<file path="src/rtl/privilege_relay.sv">
module privilege_relay #(
  parameter bit          START_PRIV = 1'b1,
  parameter int unsigned TMO_CYCLES = 16
) (
  input  logic       clk,
  input  logic       rst_n,
  input  logic       pass_req,
  output logic       has_priv,
  output logic [2:0] sem_get,
  output logic [2:0] sem_free,
  input  logic [2:0] sem_grant
);

  localparam int unsigned TW = (TMO_CYCLES > 1) ? $clog2(TMO_CYCLES) : 1;
  localparam logic [TW-1:0] TLAST = TW'(TMO_CYCLES - 1);

  typedef enum logic [2:0] {S_WAIT, S_REQ, S_RSP, S_HOLD, S_REL} st_t;

  st_t           st;
  logic [2:0]    want;
  logic [1:0]    old;
  logic          booted;
  logic          half;
  logic [TW-1:0] tmr;

  function automatic logic [1:0] nxt(input logic [1:0] i);
    return (i == 2'd2) ? 2'd0 : i + 2'd1;
  endfunction

  function automatic logic [2:0] bit_of(input logic [1:0] i);
    return 3'b001 << i;
  endfunction

  wire [2:0] left = want & ~sem_grant;

  always_ff @(posedge clk) begin
    if (!rst_n) begin
      tmr    <= '0;
      booted <= 1'b0;
      half   <= !START_PRIV;
      if (START_PRIV) begin
        st   <= S_REQ;
        want <= 3'b011;
        old  <= 2'd0;
      end else begin
        st   <= S_WAIT;
        want <= 3'b100;
        old  <= 2'd1;
      end
    end else begin
      case (st)
        S_WAIT:
          if (tmr == TLAST) begin
            tmr    <= '0;
            st     <= booted ? S_HOLD : S_REQ;
            booted <= 1'b1;
          end else begin
            tmr <= tmr + 1'b1;
          end
        S_REQ: st <= S_RSP;
        S_RSP:
          if (left != 3'b000) begin
            want <= left;
            st   <= S_REQ;
          end else if (!booted) begin
            booted <= 1'b1;
            st     <= S_WAIT;
          end else if (half) begin
            half <= 1'b0;
            want <= bit_of(nxt(nxt(old)));
            st   <= S_REQ;
          end else begin
            old <= nxt(old);
            st  <= S_HOLD;
          end
        S_HOLD: if (pass_req) st <= S_REL;
        S_REL: begin
          want <= bit_of(nxt(nxt(old)));
          st   <= S_REQ;
        end
        default: st <= S_WAIT;
      endcase
    end
  end

  assign has_priv = (st == S_HOLD);
  assign sem_get  = (st == S_REQ) ? want : 3'b000;
  assign sem_free = (st == S_REL) ? bit_of(old) : 3'b000;

endmodule

</file>
<file path="config.mk">
export PLATFORM = sky130hd
export DESIGN_NAME = privilege_relay
export DESIGN_NICKNAME = d
export VERILOG_FILES = /design/src/rtl/privilege_relay.sv
export SDC_FILE = /design/constraint.sdc
export NUM_CORES = 1
export LEC_CHECK = 0
export BUFFER_PORTS_ARGS = -buffer_cell sky130_fd_sc_hd__buf_2
export CORE_MARGIN = 5
export CORE_UTILIZATION = 48
export DETAILED_ROUTE_END_ITERATION = 16
export HOLD_SLACK_MARGIN = 0.06
export PLACE_DENSITY = 0.72
export REMOVE_ABC_BUFFERS = 1
export SLEW_MARGIN = 15
export SYNTH_ARGS = -nofsm -noshare
export SYNTH_HDL_FRONTEND = slang
export SYNTH_SLANG_ARGS = --single-unit
</file>
<file path="constraint.sdc">
create_clock -name clk -period 1.2 [get_ports clk]
set_input_delay 0.12 -clock clk [delete_from_list [all_inputs] [get_ports clk]]
set_output_delay 0.12 -clock clk [all_outputs]
set_load 0.01 [all_outputs]
</file>
Word level (Yosys, flattened, before mapping)
Index checks and enable logic that the tools add are counted.
{ "word_totals": {"wordCells": 49, "inputBits": 6, "reg_bits": 13, "out_inout_bits": 7} }
{ "op_classes": {"eq_ne": 12, "n_addsub": 3, "n_reduce_logical": 8, "n_mux": 16, "bitwise": 3, "shifts": 2} }
{ "ops": {"columns": ["operator", "n"], "rows": [
  ["$mux 3", 5],
  ["$pmux 3 s5", 1],
  ["$mux 2", 5],
  ["$reduce_and 3->1", 3],
  ["$ne 2x2->1 const B", 4],
  ["$eq 3x2->1 const B", 2],
  ["$pmux 3 s2", 1],
  ["$shl 1x2->3 const A", 2],
  ["$add 2x1->2 const B", 2],
  ["$add 4x1->4 const B", 1],
  ["$eq 2x2->1 const B", 2],
  ["$eq 4x4->1 const B", 1],
  ["$mux 4", 1],
  ["$reduce_bool 2->1", 2],
  ["$and 3x3->3", 1],
  ["$eq 3x1->1 const B", 1],
  ["$eq 3x3->1 const B", 1],
  ["$logic_not 3->1", 1],
  ["$ne 3x3->1 const B", 1],
  ["$not 3->3", 1],
  ["$reduce_bool 3->1", 1],
  ["$mux 1", 2],
  ["$pmux 1 s2", 1],
  ["$reduce_and 2->1", 1],
  ["$not 1->1", 1]
]} }

Depth between registers and ports, before layout
{ "logic_depth": {"word_depth": 6, "ltp_mapped": 5, "ltp_nobuf": 4} }

Least setup slack after synthesis
No wires, ideal clock.
{ "synth_path": {"path_type": "flip-flop to output port", "startpoint": "register st[0]", "endpoint": "output sem_free[0]", "setup_slack_ns": -0.204, "t_required_ns": 1.080, "arrival_ns": 1.284, "path_buffers": 2, "stages_incl_launch_ff": 5, "path_cell_list": "dfxtp_1 > buf_6 > or3b_2 > buf_2 > nor3_1"} }
{ "synth_between": {"elab_chain_cells": 2} }
{ "synth_lines": {"columns": ["element", "line", "source"], "rows": [
  ["from (decl)", "19", "st_t st;"],
  ["from (signal assigned)", "55", "st <= booted ? S_HOLD : S_REQ;"],
  ["$eq 3x3->1", "88", "assign sem_free = (st == S_REL) ? bit_of(old) : 3'b000;"],
  ["$mux 3", "88", null],
  ["to (decl)", "10", "output logic [2:0] sem_free,"]
]} }
Every way passes these cells.

Final worst setup path
{ "layout_path": {"startpoint": "register st[2]", "endpoint": "output sem_free[2]"} }
Same word-level chain as after synthesis.

==> impl_summary.md <==
Synth
The mapped cell area is approximately 760 um^2. The post-synthesis adder-cell area fraction is 0.0164. Each instance of the synthesized netlist takes up on average approximately 8.4 um^2. After technology mapping, the gate count stands at 91. The flip-flop and latch count after synthesis is 13.

The post-synthesis share of cell area spent on xor and xnor gates is 0. The Yosys warning count is 0. Measured against the total synthesized area, the mux share comes to 0.0263. The library cell occupying the most area in the post-synthesis netlist is sky130_fd_sc_hd__dfxtp_1. The compound-cell area share of the yosys netlist is 0.215. The count of flip-flops with a built-in enable after synthesis is 0. The portion of the post-synthesis area used by sequential elements is 0.342. For this run, asynchronously set or reset flops after synthesis account for 0. Yosys mapped the design onto 38 distinct sky130hd cell types.

The dominant combinational cell family by area after synthesis is simple AND/OR/NAND/NOR gates. The top cell type's share of synthesized area is 0.342. After synthesis, the cell types taking the most area are sky130_fd_sc_hd__dfxtp_1 34%, sky130_fd_sc_hd__nor2b_1 4.9%, sky130_fd_sc_hd__nand2b_1 4.1%, sky130_fd_sc_hd__nand2_1 3.4%, sky130_fd_sc_hd__a31o_2 3.4%.

The most used flip-flop cell after synthesis is sky130_fd_sc_hd__dfxtp_1. The area share of and/or/nand/nor cells after synthesis is 0.346.

Cells and area
The number of nets in the final layout is roughly 140. The area added between synthesis and finish is 53.5%. The final standard cell utilization of the core is 0.777. After routing the design area is 1170 um^2. The share of post-route cells with drive strength above 1 is 0.512.

The count of inserted antenna diode cells is 0. The final non-filler cell total is 145.

Floorplan
For this design the top-level I/O count stands at 13. For this configuration, the core starts out at a cell density of 0.506. The total area inside the core boundary comes to roughly 1500 um^2. The vertical die dimension is between 40 and 50 um.

After floorplanning, the core was divided into 14 placement rows. The horizontal die dimension is 49.8 um. The full die area is around 2500 um^2.

Timing
The worst setup slack after layout is -0.282 ns. Setup repair after global routing could not meet its margin everywhere. The final hold violation count came to 0. In this run the tightest slew margin relative to its limit is 0.816. Setup violations remaining at the end of the flow were counted as 17. The minimum clock period is 1.48 ns.

At the pin with the least slew margin, the transition time is ~0.27 ns. The number of slew-limit violations in the final report is 0. Between clock sinks in the finished design, the worst skew comes to 0.0141 ns. The final clock period utilization by the worst path is 1.24. Based on the critical path, the design can be clocked at up to about 670 MHz.

Global routing
The met3 capacity usage during global routing is 0.0392. The layer carrying the most global-route usage is met2. The number of global-route vias before repair is ~810. Across every metal layer, demand over resource in global routing totals 0.185. The initial antenna violation count is 0. The wire length of the first global-routing pass is 3580 um. Entering global routing, the biggest net connects 17 pins.

The total congestion overflow after global routing is 0. For this run, global-route usage on met1 was measured as 0.217. In the global route stage, met2 resource usage came out at 0.333.

Routing
The routed wire length is approximately 2200 um. The detailed-route vias per instance is roughly 5.7. The detail route stage leaves a number of antenna-violating nets equal to 0. The per-cell routed wire length is roughly 15 um. Summing over every cut layer, the via total after detailed routing is 823.

After the first detailed-routing iteration, the DRC count stood at 9. The post-route DRC violation count is 0. The number of search-and-repair iterations in the first detailed-routing pass is 4.

Clock network
The clock tree buffer depth is 2. TritonCTS built the clock tree. In this run the number of H-tree levels came out at 1. The clock network latency to the later pin of the worst-skew pair is just under 0.3 ns.

The clock edge transition at the registers on the reported setup and hold paths is around 0.1 ns. The tree is rooted in a sky130_fd_sc_hd__clkbuf_4. Buffers inserted during clock tree synthesis total 3. The clock net in this run drives a total of 13 sinks.

Worst setup path
The start-to-end type of the worst setup path is reg -> out. The buffering stage count on the worst path with inverters included is 1. STA puts the critical path data arrival time at approximately 1.4 ns. The critical path endpoint category is an output port. Traced cell by cell, the critical path runs through or3b_4 -> nor3_2 -> buf_2.

The largest fanout on the critical path is 5. STA classifies the critical path startpoint as a register. Among all stages on the critical path, the largest delay is contributed by sky130_fd_sc_hd__or3b_4.

STA puts the critical path data required time at 1.08 ns. The largest single stage delay on the critical path is ~0.42 ns. The kind of cell with the highest combined delay along the critical path is simple AND/OR/NAND/NOR gates.

Place
The congestion estimate from routability-driven global placement came to 0.784. The cell count after placement is between 100 and 150. The HPWL reported at the end of detailed placement is around 1400 um. The area after detailed placement is 910 um^2. The pre-CTS setup slack is -0.217 ns.

The number of buffer cells added on primary ports is 12.

Power
Overall power consumption after layout is estimated at about 1.1 mW. The peak supply drop is between 0.6 and 0.7 mV. The power density over cell area is 956 nW/um^2. In this run the static leakage power is between 0.5 and 0.6 nW.

Status
The checks that failed: negative setup slack. The run finished, with violations left.

Flow run
Across the run, the number of max-cap violations was 0.

Min path
The worst min-delay path category is in -> reg.
[cells in the final DEF (no fill, tap or decap), drive strengths merged, types with 2 or more instances in the layout]
| cell | instances |
|---|---|
| nor2 | 3 |
| nor3 | 3 |
| o21ai | 3 |
| o211ai | 2 |
| clkbuf | 4 |
| or3 | 2 |
| nand2b | 5 |
| nand2 | 7 |
| buf | 38 |
| nor3b | 2 |
| and2 | 4 |
| nand4 | 2 |
| o221ai | 2 |
| dfxtp | 13 |
| a31o | 3 |
| nor2b | 6 |
| nand3 | 2 |
| a21oi | 3 |
| inv | 3 |
| mux2i | 2 |
| and3 | 3 |
| a21boi | 3 |
| o22ai | 2 |
[synthesized netlist by cell type (all sizes together) (2+ instances only)]
cell type,number
o21ai,3
buf,4
nand2b,5
a21boi,3
and2,4
nor2,3
mux2i,2
nand2,7
dfxtp,13
o221ai,2
nand4,2
a31o,3
o22ai,2
o211ai,2
nor2b,6
nand3,2
nor3b,2
inv,3
or3,2
and3,3
a21oi,3
nor3,3
[metrics by stage]
| stage | hold WS (ns) | setup TNS, ns |
|---|---|---|
| after floorplan | 0.199 | -0.947 |
| after global placement | 0.349 | -1.29 |
| after detailed placement | 0.354 | -1.74 |
| after CTS | 0.161 | -2.54 |
| after global routing | 0.151 | -4.02 |
| final | 0.134 | -3.00 |
[worst paths after layout]
path                from          end  slack (ns)  cells past startpoint
setup / recovery   st[2]  sem_free[2]       -0.28                      3
setup reg to reg   st[1]       tmr[0]       -0.24                      4
hold reg to reg   old[1]       old[1]        0.54                      2
hold / removal     rst_n        st[0]        0.13                      2
[cells by family (layout without fill, tap and decap cells)]
logic type | Yosys count | count (layout)
simple gates | 44 | 44
compound gates | 23 | 23
flops | 13 | 13
buf+inv | 8 | 46
mux | 2 | 2
fa+ha+maj | 1 | 1
[state kept, by name, indices dropped and copies added, names as in the netlist]
register,count
tmr,4
st,3
booted,1
old,2
want,3
[where the power goes]
group          leakage [nW]  internal, mW  total [mW]  switching, mW
sequential            0.108         0.454       0.475         0.0215
clock                0.0150         0.129       0.295          0.166
combinational         0.392         0.198       0.348          0.150
total                 0.515         0.781        1.12          0.338
[routing by layer]
layer  vias to the layer above  part of all wire  routed length (um)
met2                        11              0.54                1180
met5                         -                 0                   0
met4                         0             0.022                  48
li1                        413                 -                   -
met3                         4             0.023                  51
met1                       395              0.42                 928
[layout make-up]
class                           count  area (um^2)
Tap cell                           16         20.0
Inverter                            3         11.3
Fill cell                         103          337
Multi-Input combinational cell     70          543
Timing Repair Buffer               39          297
Clock buffer                        4         26.3
Sequential cell                    13          273
[what timing repair did]
item	4_1_cts	5_1_grt
pin swaps	6	6
buffers inserted	7	6
hold buffers	1	0
gates resized for setup	21	13
hold endpoints to repair	1	0
endpoints found under the setup margin	17	20
Power figures use the tool's default switching activity.
